<file path="src/rtl/bootmap_pkg.sv">
package bootmap_pkg;

    // Field layout of the partition configuration byte
    localparam int CFG_W   = 8;
    localparam int ACC_LSB = 0;
    localparam int ACC_W   = 3;
    localparam int EN_LSB  = 3;
    localparam int EN_W    = 3;

    // Areas a host may select through the access field
    typedef enum logic [ACC_W-1:0] {
        AREA_USER  = 3'd0,
        AREA_BOOT1 = 3'd1,
        AREA_BOOT2 = 3'd2
    } area_e;

    function automatic logic [ACC_W-1:0] acc_field(input logic [CFG_W-1:0] cfg);
        return cfg[ACC_LSB +: ACC_W];
    endfunction

    function automatic logic [EN_W-1:0] en_field(input logic [CFG_W-1:0] cfg);
        return cfg[EN_LSB +: EN_W];
    endfunction

endpackage

</file>
<file path="src/rtl/bootmap_offset_sel.sv">
module bootmap_offset_sel
    import bootmap_pkg::*;
#(
    parameter int ADDR_W = 32
) (
    input  logic [ADDR_W-1:0] boot_size_i,
    input  logic              mmc_mode_i,
    input  logic [5:0]        cfg_i,
    output logic [ADDR_W-1:0] offset_o,
    output logic              sel_err_o
);

    logic [ADDR_W-1:0] twice_size;
    logic [ACC_W-1:0]  acc;
    logic              active;

    assign twice_size = boot_size_i << 1;
    assign acc        = acc_field({2'b00, cfg_i});
    assign active     = mmc_mode_i && (|boot_size_i) && (|en_field({2'b00, cfg_i}));

    always_comb begin
        offset_o  = '0;
        sel_err_o = 1'b0;
        if (active) begin
            case (acc)
                AREA_USER:  offset_o = twice_size;
                AREA_BOOT1: offset_o = '0;
                AREA_BOOT2: offset_o = boot_size_i;
                default:    sel_err_o = 1'b1;
            endcase
        end
    end

    // An unsupported code must leave the address untouched
    always_comb begin
        p_err_no_offset_r5: assert (!sel_err_o || offset_o == '0)
            else $error("offset applied together with a selection error");
    end

endmodule

</file>
<file path="src/rtl/bootmap_capacity.sv">
module bootmap_capacity #(
    parameter int ADDR_W = 32
) (
    input  logic [ADDR_W-1:0] raw_size_i,
    input  logic [ADDR_W-1:0] boot_size_i,
    input  logic              mmc_mode_i,
    output logic [ADDR_W-1:0] user_cap_o
);

    localparam int WIDE_W = ADDR_W + 1;

    logic [WIDE_W-1:0] both_parts;
    logic [WIDE_W-1:0] raw_wide;
    logic [WIDE_W-1:0] diff;

    assign both_parts = {boot_size_i, 1'b0};
    assign raw_wide   = {1'b0, raw_size_i};
    assign diff       = raw_wide - both_parts;

    always_comb begin
        if (mmc_mode_i && (|boot_size_i)) begin
            user_cap_o = (both_parts > raw_wide) ? '0 : diff[ADDR_W-1:0];
        end else begin
            user_cap_o = raw_size_i;
        end
    end

    always_comb begin
        p_cap_bound_r7: assert (user_cap_o <= raw_size_i)
            else $error("user capacity above raw size");
    end

endmodule

</file>
<file path="src/rtl/bootmap_mult.sv">
module bootmap_mult #(
    parameter int ADDR_W     = 32,
    parameter int UNIT_SHIFT = 17,
    parameter int MULT_W     = 8
) (
    input  logic [ADDR_W-1:0] boot_size_i,
    output logic [MULT_W-1:0] mult_o
);

    localparam int FIELD_TOP = UNIT_SHIFT + MULT_W;

    logic size_unused;
    assign size_unused = ^boot_size_i;

    generate
        if (ADDR_W >= FIELD_TOP) begin : g_full
            assign mult_o = boot_size_i[UNIT_SHIFT +: MULT_W];
        end else if (ADDR_W > UNIT_SHIFT) begin : g_part
            assign mult_o = MULT_W'(boot_size_i[ADDR_W-1:UNIT_SHIFT]);
        end else begin : g_none
            assign mult_o = '0;
        end
    endgenerate

endmodule

</file>
<file path="src/rtl/bootpart_remap.sv">
module bootpart_remap
    import bootmap_pkg::*;
#(
    parameter int ADDR_W     = 32,
    parameter int UNIT_SHIFT = 17,
    parameter int MULT_W     = 8
) (
    input  logic              clk_i,
    input  logic              rst_ni,
    input  logic              req_vld_i,
    input  logic [ADDR_W-1:0] log_addr_i,
    input  logic [ADDR_W-1:0] boot_size_i,
    input  logic              mmc_mode_i,
    input  logic [CFG_W-1:0]  part_cfg_i,
    input  logic [ADDR_W-1:0] raw_size_i,
    output logic              phys_vld_o,
    output logic [ADDR_W-1:0] phys_addr_o,
    output logic              sel_err_o,
    output logic [ADDR_W-1:0] user_cap_o,
    output logic [MULT_W-1:0] boot_mult_o
);

    typedef struct packed {
        logic              vld;
        logic              err;
        logic [ADDR_W-1:0] addr;
    } remap_st_t;

    remap_st_t         st_d, st_q;
    logic [ADDR_W-1:0] offset;
    logic              code_err;
    logic              cfg_unused;

    assign cfg_unused = ^part_cfg_i[CFG_W-1:EN_LSB+EN_W];

    bootmap_offset_sel #(
        .ADDR_W (ADDR_W)
    ) u_offset (
        .boot_size_i (boot_size_i),
        .mmc_mode_i  (mmc_mode_i),
        .cfg_i       (part_cfg_i[EN_LSB+EN_W-1:0]),
        .offset_o    (offset),
        .sel_err_o   (code_err)
    );

    bootmap_capacity #(
        .ADDR_W (ADDR_W)
    ) u_capacity (
        .raw_size_i  (raw_size_i),
        .boot_size_i (boot_size_i),
        .mmc_mode_i  (mmc_mode_i),
        .user_cap_o  (user_cap_o)
    );

    bootmap_mult #(
        .ADDR_W     (ADDR_W),
        .UNIT_SHIFT (UNIT_SHIFT),
        .MULT_W     (MULT_W)
    ) u_mult (
        .boot_size_i (boot_size_i),
        .mult_o      (boot_mult_o)
    );

    always_comb begin
        st_d     = st_q;
        st_d.vld = req_vld_i;
        if (req_vld_i) begin
            st_d.addr = log_addr_i + offset;
            st_d.err  = code_err;
        end
    end

    always_ff @(posedge clk_i or negedge rst_ni) begin
        if (!rst_ni) begin
            st_q <= '0;
        end else begin
            st_q <= st_d;
        end
    end

    assign phys_vld_o  = st_q.vld;
    assign phys_addr_o = st_q.addr;
    assign sel_err_o   = st_q.err;

    // Pass-through outside embedded-card mode
    p_plain_mode_r1: assert property (@(posedge clk_i) disable iff (!rst_ni)
        req_vld_i && !mmc_mode_i |=> phys_addr_o == $past(log_addr_i) && !sel_err_o);

    // First boot area carries no offset
    p_boot_first_r4: assert property (@(posedge clk_i) disable iff (!rst_ni)
        req_vld_i && mmc_mode_i && (|boot_size_i) && (|en_field(part_cfg_i))
        && acc_field(part_cfg_i) == 3'd1
        |=> phys_addr_o == $past(log_addr_i));

    // Unsupported codes flag an error and pass the address through
    p_bad_code_r5: assert property (@(posedge clk_i) disable iff (!rst_ni)
        req_vld_i && mmc_mode_i && (|boot_size_i) && (|en_field(part_cfg_i))
        && acc_field(part_cfg_i) > 3'd2
        |=> sel_err_o && phys_addr_o == $past(log_addr_i));

    p_valid_follows_r6: assert property (@(posedge clk_i) disable iff (!rst_ni)
        req_vld_i |=> phys_vld_o);

    p_no_spurious_valid_r6: assert property (@(posedge clk_i) disable iff (!rst_ni)
        !req_vld_i |=> !phys_vld_o);

    p_hold_r6: assert property (@(posedge clk_i) disable iff (!rst_ni)
        !req_vld_i |=> $stable(phys_addr_o) && $stable(sel_err_o));

endmodule

</file>
<file path="config.mk">
export PLATFORM = sky130hd
export DESIGN_NAME = bootpart_remap
export DESIGN_NICKNAME = d
export VERILOG_FILES = /design/src/rtl/bootmap_pkg.sv /design/src/rtl/bootmap_offset_sel.sv /design/src/rtl/bootmap_capacity.sv /design/src/rtl/bootmap_mult.sv /design/src/rtl/bootpart_remap.sv
export SDC_FILE = /design/constraint.sdc
export NUM_CORES = 1
export LEC_CHECK = 0
export ABC_CLOCK_PERIOD_IN_PS = 6540
export BUFFER_PORTS_ARGS = -buffer_cell sky130_fd_sc_hd__buf_2
export CAP_MARGIN = 30
export CORE_MARGIN = 4
export CORE_UTILIZATION = 35
export DETAILED_ROUTE_END_ITERATION = 12
export GPL_ROUTABILITY_DRIVEN = 0
export PLACE_DENSITY = 0.59
export SYNTH_ARGS = -nofsm -noshare
export SYNTH_HDL_FRONTEND = slang
export SYNTH_SLANG_ARGS = --single-unit
</file>
<file path="constraint.sdc">
create_clock -name clk_i -period 6.54 [get_ports clk_i]
set_input_delay 0.654 -clock clk_i [delete_from_list [all_inputs] [get_ports clk_i]]
set_output_delay 0.654 -clock clk_i [all_outputs]
set_load 0.02 [all_outputs]
</file>
Word level (Yosys, flattened, before mapping)
Cells that the tools add are included.

Input bits: 108. Logic and storage cells: 20. Output and inout bits: 74. Register bits after elaboration: 34.

Add/subtract/negate cells: 2. Reduce and logical (&&, ||, !) cells: 6. Equal/unequal tests: 2. Muxes and demuxes: 6. Magnitude comparators: 1.

Operators with widths (count): $mux 32 (3); $pmux 32 s2 (1); $gt 33x32->1 (1); $add 32x32->32 (1); $reduce_or 32->1 (1); $sub 32x32->32 (1); $reduce_or 3->1 (2); $eq 3x1->1 const B (1); $eq 3x2->1 const B (1); $logic_not 3->1 (1); $logic_and 1x1->1 (2); $mux 1 (2).

Longest topological paths before layout
Gate-level depths: netlist of the first run.

Depth in word-level cells: 5. Gate-level depth with buffers: 17. Gate-level depth less buffers: 15.

Hierarchy
From an unflattened synthesis of the first run, not the netlist that was laid out.

Cell total of the unflattened synthesis: 834. Area, all modules: 6590.1 um2.

Modules (own cells, without submodules): bootmap_capacity (area an instance 3019.1 um2, sequential area each 0.0 um2, instances 1, cells each 437); bootpart_remap (area an instance 2879.0 um2, sequential area each 850.8 um2, instances 1, cells each 300); bootmap_offset_sel (area an instance 631.9 um2, sequential area each 0.0 um2, instances 1, cells each 89); bootmap_mult (area an instance 60.1 um2, sequential area each 0.0 um2, instances 1, cells each 8).

Worst setup path after synthesis of the first run
OpenSTA, ideal clock, no wires.

Path type: input port to flip-flop. From: in boot_size_i[19]. To: reg st_q, in the netlist phys_addr_o[24]. Data arrival time: 4.368 ns. Setup slack: 2.041 ns. Buffers on the path: 3. Stages: 17. Setup time: 0.131 ns. Required time: 6.409 ns. Cells stage by stage: nor4_1 nand4_1 o21ai_1 or2_2 clkbuf_1 clkbuf_1 nor2_1 ha_1 buf_6 a211o_1 a211o_1 o211ai_2 a31oi_1 a221o_1 a21oi_2 nor4b_1 or3_1.

Longest elaborated chain between the ends: 5. Elaborated cells between the ends (all ways): 6. Those cells by class: add/sub (1); mux (2); reduce/logical (3).

Ends and longest elaborated chain: start, declared (line bootpart_remap.sv:12) `input logic [ADDR_W-1:0] boot_size_i,`; $reduce_or 32->1 (line bootmap_offset_sel.sv:19) `assign active = mmc_mode_i && (|boot_size_i) && (|en_field({2'b00, cfg_i}));`; $logic_and 1x1->1 (2 in a row) (line bootmap_offset_sel.sv:19); $mux 32 (*) (line bootmap_offset_sel.sv:24) `if (active) begin`; $add 32x32->32 (*) (line bootpart_remap.sv:68) `st_d.addr = log_addr_i + offset;`; end signal, assigned (line bootpart_remap.sv:77) `st_q <= st_d;`; end, declared (line bootpart_remap.sv:29) `remap_st_t st_d, st_q;`.

Mark *: on every way between the ends. The rest lies on a longest branch, timed or not. A chain may end at the register's enable or synchronous reset.

Worst setup path in the final report of the first run
From: in boot_size_i[29]. To: reg st_q, in the netlist phys_addr_o[27].

Longest elaborated chain between the ends: 5.

Ends and longest elaborated chain (line): $reduce_or 32->1 (bootmap_offset_sel.sv:19); $logic_and 1x1->1 (2 in a row) (bootmap_offset_sel.sv:19); $mux 32 (bootmap_offset_sel.sv:24); $add 32x32->32 (bootpart_remap.sv:68).

No other way between the ends.

==> qor.yml, run 1 <==
routing:
  dr_wl_met2_microns: 9540
  drtIter0Drc: 368
  via_per_inst: 5.47
  via_count: 6702
  wl_met3_microns: 1050
  avgRoutedWirePerCell_microns: 16.9
  highest_layer: "met4"
  drc: 0
  drt-met1-wl_microns: 9660
  drtPass1Iterations: 5
  ant_nets: 0
  wl_microns: 20700
floorplanning:
  io_pins: 182
  die_w_microns: 142
  coreArea_sq_um: 17500
  dieArea_sq_um: 20300
  die_y_microns: 142
  initial_core_util: 0.362
  row_count: 48
timing:
  worstMarginPinSlew_ns: 0.767
  period_needed_ns: 4.85
  fin_crit_sh: 0.741
  rsz0062_at_grt: "false"
  timing.setup.tns_ns: 0
  hold_viol_final: 0
  whs_ns: 0.447
  fin_skew_ns: 0
  maxSlewHeadroom: 0.489
  maxSlewViolCount: 0
  setup_viol: 0
  max_freq_mhz: 206
grt:
  grt_pass1_wl_microns: 33300
  grt_overflow: 0
  grt_max_degree: 46
  grt_pass1_vias: 6421
  grt_usage: 0.199
  antenna_found_initial: 1
yosys:
  muxShareOfSynthArea: 0.0301
  synthAdderAreaFrac: 0.188
  synth_top_family_by_area: "compound AO/OA/AOI/OAI gates"
  syn_avg_cell_area_sq_um: 7.39
  synth_edf_count: 0
  netlist_top_cells_area: "ha_1 18%, dfrtp_1 13%, a21oi_1 5.2%"
  synth_cell_types: 63
  netlist_instances: 855
  syn-num-nets: 1057
  synth_seq_cells: 34
  yosysTopAreaCell: "ha_1"
  synth_area_sq_um: 6320
  synth-main-ff-cell: "dfrtp_1"
  yosys.area.top_type_share: 0.182
  async_flop_share: 1.00
  synth-xor-area-share: 0.0665
  yosys_warnings: 0
  synth-seq-area-share: 0.135
  synth_simple_gate_area_frac: 0.180
  synth_compound_area_frac: 0.323
run:
  cap_violations: 0
clock_network:
  post_cts_resized: 0
  htree_levels: 2
  insertion_delay_ns: 0.27
  cts_tree: "built"
  postCtsHoldBufs: 0
  cts_buffer_depth: 2
  clock-root-buffer: "clkbuf_16"
  numCtsBuffers: 5
  numClockSinks: 34
  post_cts_buffers: 0
  clk_pin_slew_ns: 0.05
cells_and_area:
  mostFrequentLayoutCells: "179 x buf_2, 92 x ha_1, 83 x nor2_1"
  final_area_sq_um: 7480
  multi_input_area_sq_um: 5000
  layout.nets: 1201
  nFillCells: 1834
  final_util: 0.428
  syn_to_final_growth_pct: 18.4
  regArea_sq_um: 851
  layout-drive-gt1-share: 0.218
  layout_commonest_cell: "buf_2"
place:
  post_dp_cell_area_sq_um: 7340
  io_buffer_count: 179
  hpwl_microns: 17300
critical_path:
  cpPeakStageDelay_ns: 0.61
  reg2reg_slack_ns: 5.51
  slowest_stage: "a211oi_1"
  r2r_cells: 3
  r2r-start: "phys_addr_o[24]$_DFFE_PN0P_"
  critPathKind: "in -> reg"
  crit_chain: "buf_2 -> nor4_1 -> nand4_1 -> o21ai_4 -> or2_2 -> nor2_1 -> ha_1 -> a211oi_1 -> o21ai_0 -> o2111ai_1 -> a21oi_1 -> a211oi_1 -> o31ai_1 -> xor2_1 -> mux2_2"
  crit_buf_inv: 1
  cp_max_fo: 33
  critPathArrivalTime_ns: 5.01
  reg2reg_to: "phys_addr_o[24]$_DFFE_PN0P_"
  end_kind: "register"
  required_ns: 6.70
  cp-start-kind: "input pin"
  cp_common_cell: "a211oi_1"
  critPathTopFamily: "compound AO/OA/AOI/OAI gates"
power_and_ir_drop:
  seqPwrFrac: 0.243
  p_leak_uw: 0.00389
  internal_power_uw: 601
  p_comb_frac: 0.550
  ir_drop_uv: 231
  clockPowerShare: 0.207
  p_sw_uw: 450
  p_total_uw: 1050
  power_density_nw_per_um2: 140
  p_sw_frac: 0.428
worst_hold_path:
  hold_class: "in -> async"
run_status:
  status: "finished clean"
-- stage by stage --
stage,setup slack [ns],cells
global route,1.38,1225
detailed placement,1.31,1216
CTS,1.59,1223
floorplan,2.04,855
global placement,1.44,1216
finish,1.69,1225
-- cell families after synthesis --
group           count (synthesis)
compound gates                301
simple gates                  241
buf+inv                       120
fa+ha+maj                      94
xor+xnor                       48
flops                          34
mux                            17
-- area by class of cell --
cell class / count / share of cell area
diodes: 1 / 0.000334
clock buffers: 5 / 0.0167
clock inverters: 2 / 0.00134
inverters: 72 / 0.0361
multi-input cells: 701 / 0.669
flip-flops and latches: 34 / 0.114
well taps: 225 / 0.0376
repair buffers: 185 / 0.126
-- worst max-delay path by stage --
stage	end	startpoint	cells after the start
after global placement	phys_addr_o[27]$_DFFE_PN0P_	boot_size_i[29]	15
after floorplan	phys_addr_o[24]$_DFFE_PN0P_	boot_size_i[19]	17
after global routing	phys_addr_o[20]$_DFFE_PN0P_	boot_size_i[18]	16
after detailed placement	phys_addr_o[27]$_DFFE_PN0P_	boot_size_i[29]	15
final	phys_addr_o[27]$_DFFE_PN0P_	boot_size_i[29]	15
after CTS	phys_addr_o[27]$_DFFE_PN0P_	boot_size_i[29]	15
-- routing by layer --
layer | up-vias | GRT usage
li1 | 3412 | -
met4 | 0 | 0.0615
met1 | 3052 | 0.277
met2 | 208 | 0.330
met5 | - | 0
met3 | 30 | 0.0141
-- registers in the layout, summed over array words and instances, names as in the netlist --
register and count:
phys_addr_o 32, phys_vld_o 1, sel_err_o 1
-- power groups by stage --
stage / logic [uW] / clock network, uW / registers (uW)
2_1_floorplan: 349 / 0 / 296
3_3_place_gp: 571 / 0 / 258
3_5_place_dp: 575 / 0 / 259
4_1_cts: 578 / 223 / 256
5_1_grt: 640 / 232 / 259
6_report: 578 / 218 / 255
-- cells in the mapped netlist, types with 8 or more instances --
library cell and n:
o211ai_1 9, xor2_1 18, a211oi_1 14, a22o_1 14, dfrtp_1 34, nor3_1 12
xnor2_1 30, a21oi_1 66, nand3_1 13, inv_1 72, and3_1 9, a21o_1 43
o31ai_1 20, mux2_2 16, a22oi_1 31, nor2_1 83, buf_4 8, nor4_1 14
nand4_1 13, clkbuf_1 36, o21a_1 8, nand2_1 63, ha_1 92, o21ai_0 43
Power figures use the tool's default switching activity.
==> inputs of run 2 (changes only) <==
- ABC_AREA: unset -> 1
- ABC_CLOCK_PERIOD_IN_PS: 6540 -> 4600
- PLACE_DENSITY: 0.59 -> 0.58
- clock period: 6.54 -> 4.6 ns (I/O delays scaled with it)
==> run 2 against run 1 <==
Compared with the run above:
- combinational power increased by 49%
- cell area grew 13%
- area after synthesis grew 14%
- worst hold slack got worse by 0.19 ns
- register-to-register slack got worse by 1.6 ns
- largest power group unchanged
- routed wire length is 20% higher
- largest cell class unchanged
- critical path type is now in -> out
- critical path depth did not move
- final cell count up 42%
- non-clock buffer count down 1
==> qor.yml, run 2 <==
yosys:
  synth_most_common_cell: "nand2_1"
  synth_cell_types: 36  # -43%
  synth-main-ff-cell: "dfrtp_1"
  yosys.area.top_type_share: 0.231  # +0.0489
  syn-num-nets: 1505  # +42%
  synth-seq-area-share: 0.118  # -0.0161
  async_flop_share: 1.00  # unchanged
  syn_avg_cell_area_sq_um: 5.51  # -25%
  synth_area_sq_um: 7180  # +14%
  netlist_instances: 1303  # +52%
  synth_seq_cells: 34  # unchanged
  yosys_warnings: 0  # unchanged
  yosys-top-cells-count: "442 x nand2_1, 211 x inv_1, 157 x nor2_1"
  netlist_top_cells_area: "nand2_1 23%, ha_1 16%, dfrtp_1 12%"
  synth_edf_count: 0  # unchanged
  yosysTopAreaCell: "nand2_1"
critical_path:
  cp_common_cell: "nand2_1"
  reg2reg_slack_ns: 3.95  # -1.56 ns
  crit_chain: "buf_2 -> inv_1 -> ha_1 -> nand2_1 -> nor2_1 -> inv_2 -> a21oi_1 -> nor3_1 -> nand2_1 -> nor2_1 -> nor2_2 -> nor2_4 -> nand2_1 -> nand2_1 -> buf_2"
  critPathLaunch: "boot_size_i[15]"
  r2r_cells: 2  # -1
  reg2reg_to: "phys_addr_o[7]$_DFFE_PN0P_"
  required_ns: 4.14  # -2.56 ns
  cp_max_fo: 31  # -6.1%
  critPathKind: "in -> out"
  cpPeakStageDelay_ns: 0.55  # -0.06 ns
  cp-start-kind: "input pin"
  end_kind: "primary output"
  critPathArrivalTime_ns: 3.06  # -1.95 ns
  r2r-start: "phys_addr_o[7]$_DFFE_PN0P_"
  slowest_stage: "nor2_4"
cells_and_area:
  nFillCells: 2298  # +25%
  largest_reg_flops: 32  # unchanged
  regArea_sq_um: 851  # unchanged
  mostFrequentLayoutCells: "442 x nand2_1, 211 x inv_1, 179 x buf_2"
  multi_input_area_sq_um: 5360  # +7.1%
  final_area_sq_um: 8460  # +13%
  layout.nets: 1666  # +39%
  layout_commonest_cell: "nand2_1"
  layout-drive-gt1-share: 0.137  # -0.0810
  n_antenna_cell: 0  # -1
  syn_to_final_growth_pct: 17.7
timing:
  fin_crit_sh: 0.766
  fin_skew_ns: 0  # unchanged
  hold_viol_final: 0  # unchanged
  period_needed_ns: 3.52
  maxSlewHeadroom: 0.507  # +0.0180
  rsz0062_at_grt: "false"
  max_freq_mhz: 284
  worst_slack_ns: 1.08  # -0.615 ns
  worstMarginPinSlew_ns: 0.740  # -0.0270 ns
  maxSlewViolCount: 0  # unchanged
  timing.setup.tns_ns: 0  # unchanged
  whs_ns: 0.253  # -0.193 ns
  setup_viol: 0  # unchanged
worst_hold_path:
  hold_class: "in -> async"
run:
  cap_violations: 0  # unchanged
power_and_ir_drop:
  power_density_nw_per_um2: 183  # +30%
  p_leak_uw: 0.00492  # +26%
  p_total_uw: 1550  # +47%
  ir_drop_uv: 110  # -53%
grt:
  grt_max_degree: 37  # -20%
  antenna_found_initial: 0  # -1
  grt_pass1_wl_microns: 39500  # +19%
  grt_usage: 0.215  # +0.0154
  grt_pass1_vias: 8222  # +28%
  grt_overflow: 0  # unchanged
floorplanning:
  initial_core_util: 0.355  # -0.00670
  die_y_microns: 151  # +6.2%
  dieArea_sq_um: 22900  # +13%
  row_count: 52  # +8.3%
  io_pins: 182  # unchanged
  coreArea_sq_um: 20200  # +16%
  die_w_microns: 151  # +6.2%
routing:
  wl_microns: 24900  # +20%
  via_per_inst: 4.90  # -10%
  drc: 0  # unchanged
  via_count: 8509  # +27%
  drtPass1Iterations: 5  # unchanged
  ant_nets: 0  # unchanged
  avgRoutedWirePerCell_microns: 14.3  # -15%
  drtIter0Drc: 528  # +43%
clock_network:
  clock-root-buffer: "clkbuf_16"
  numClockSinks: 34  # unchanged
  cts_buffer_depth: 2  # unchanged
  htree_levels: 2  # unchanged
  post_cts_resized: 0  # unchanged
  insertion_delay_ns: 0.27  # about the same
  cts_tree: "built"
  post_cts_buffers: 0  # unchanged
  numCtsBuffers: 5  # unchanged
  postCtsHoldBufs: 0  # unchanged
  clk_pin_slew_ns: 0.05  # about the same
place:
  hpwl_microns: 22100  # +28%
  dpl_worst_slack_ns: 0.838  # -0.474 ns
  io_buffer_count: 179  # unchanged
  post_dp_cell_area_sq_um: 8310  # +13%
run_status:
  status: "finished clean"
run 2: cell count changes after synthesis, moves of 14 or more:
cell / before / now
o22ai_1: 5 / 31
xnor2_1: 30 / 10
a21oi_1: 66 / 80
a211oi_1: 14 / 0
nand3_1: 13 / 65
o31ai_1: 20 / 1
a21o_1: 43 / 8
inv_1: 72 / 211
a22o_1: 14 / 0
clkbuf_1: 36 / 16
nand2_1: 63 / 442
a22oi_1: 31 / 0
nor2_1: 83 / 157
mux2_2: 16 / 0
run 2: stage by stage:
step / util / std cells
after floorplan: - / 1303
after global placement: 0.409 / 1726
after detailed placement: 0.411 / 1727
after CTS: 0.418 / 1735
after global routing: 0.418 / 1735
final: 0.418 / 1735
run 2: final cells by class:
type | count | area share
Multi-Input combinational cell | 1024 | 0.634
Timing Repair Buffer | 184 | 0.113
Sequential cell | 34 | 0.101
Inverter | 215 | 0.0954
Tap cell | 270 | 0.0399
Clock buffer | 7 | 0.0169
Clock inverter | 1 | 0.000592
run 2: logic make-up after synthesis:
family                   count (synthesis)  synth area share
AO/OA/AOI/OAI                          188             0.145
XOR/XNOR                                28            0.0341
adder cells (fa/ha/maj)                 94             0.166
buffers and inverters                  245             0.135
flip-flops                              34             0.118
AND/OR/NAND/NOR                        714             0.402
run 2: metal layers:
layer,global-route usage,routed length [microns],up-vias
li1,-,-,4442
met1,0.271,10600,3737
met2,0.379,11800,279
met3,0.0248,1640,51
met4,0.0698,809,0
met5,0,0,-
run 2: report_power, final:
| part | total (uW) | internal [uW] | switching (uW) |
|---|---|---|---|
| Sequential | 355 | 336 | 18.7 |
| Combinational | 862 | 287 | 575 |
| Clock | 328 | 214 | 114 |
| Total | 1550 | 838 | 708 |
run 2: worst max-delay path by stage:
stage	endpoint	slack [ns]	depth (start not counted)
floorplan	phys_addr_o[29]$_DFFE_PN0P_	1.72	19
global placement	phys_addr_o[30]$_DFFE_PN0P_	0.85	19
detailed placement	phys_addr_o[29]$_DFFE_PN0P_	0.84	19
CTS	user_cap_o[30]	1.01	15
global route	phys_addr_o[30]$_DFFE_PN0P_	0.61	19
finish	user_cap_o[28]	1.08	15
run 2: critical path: cells and delay by family:
family | cells | cell delay, ns
buffers and inverters | 4 | 0.57
adders and majority gates | 1 | 0.32
and+or+nand+nor | 9 | 1.63
AOI/OAI and AO/OA | 1 | 0.05
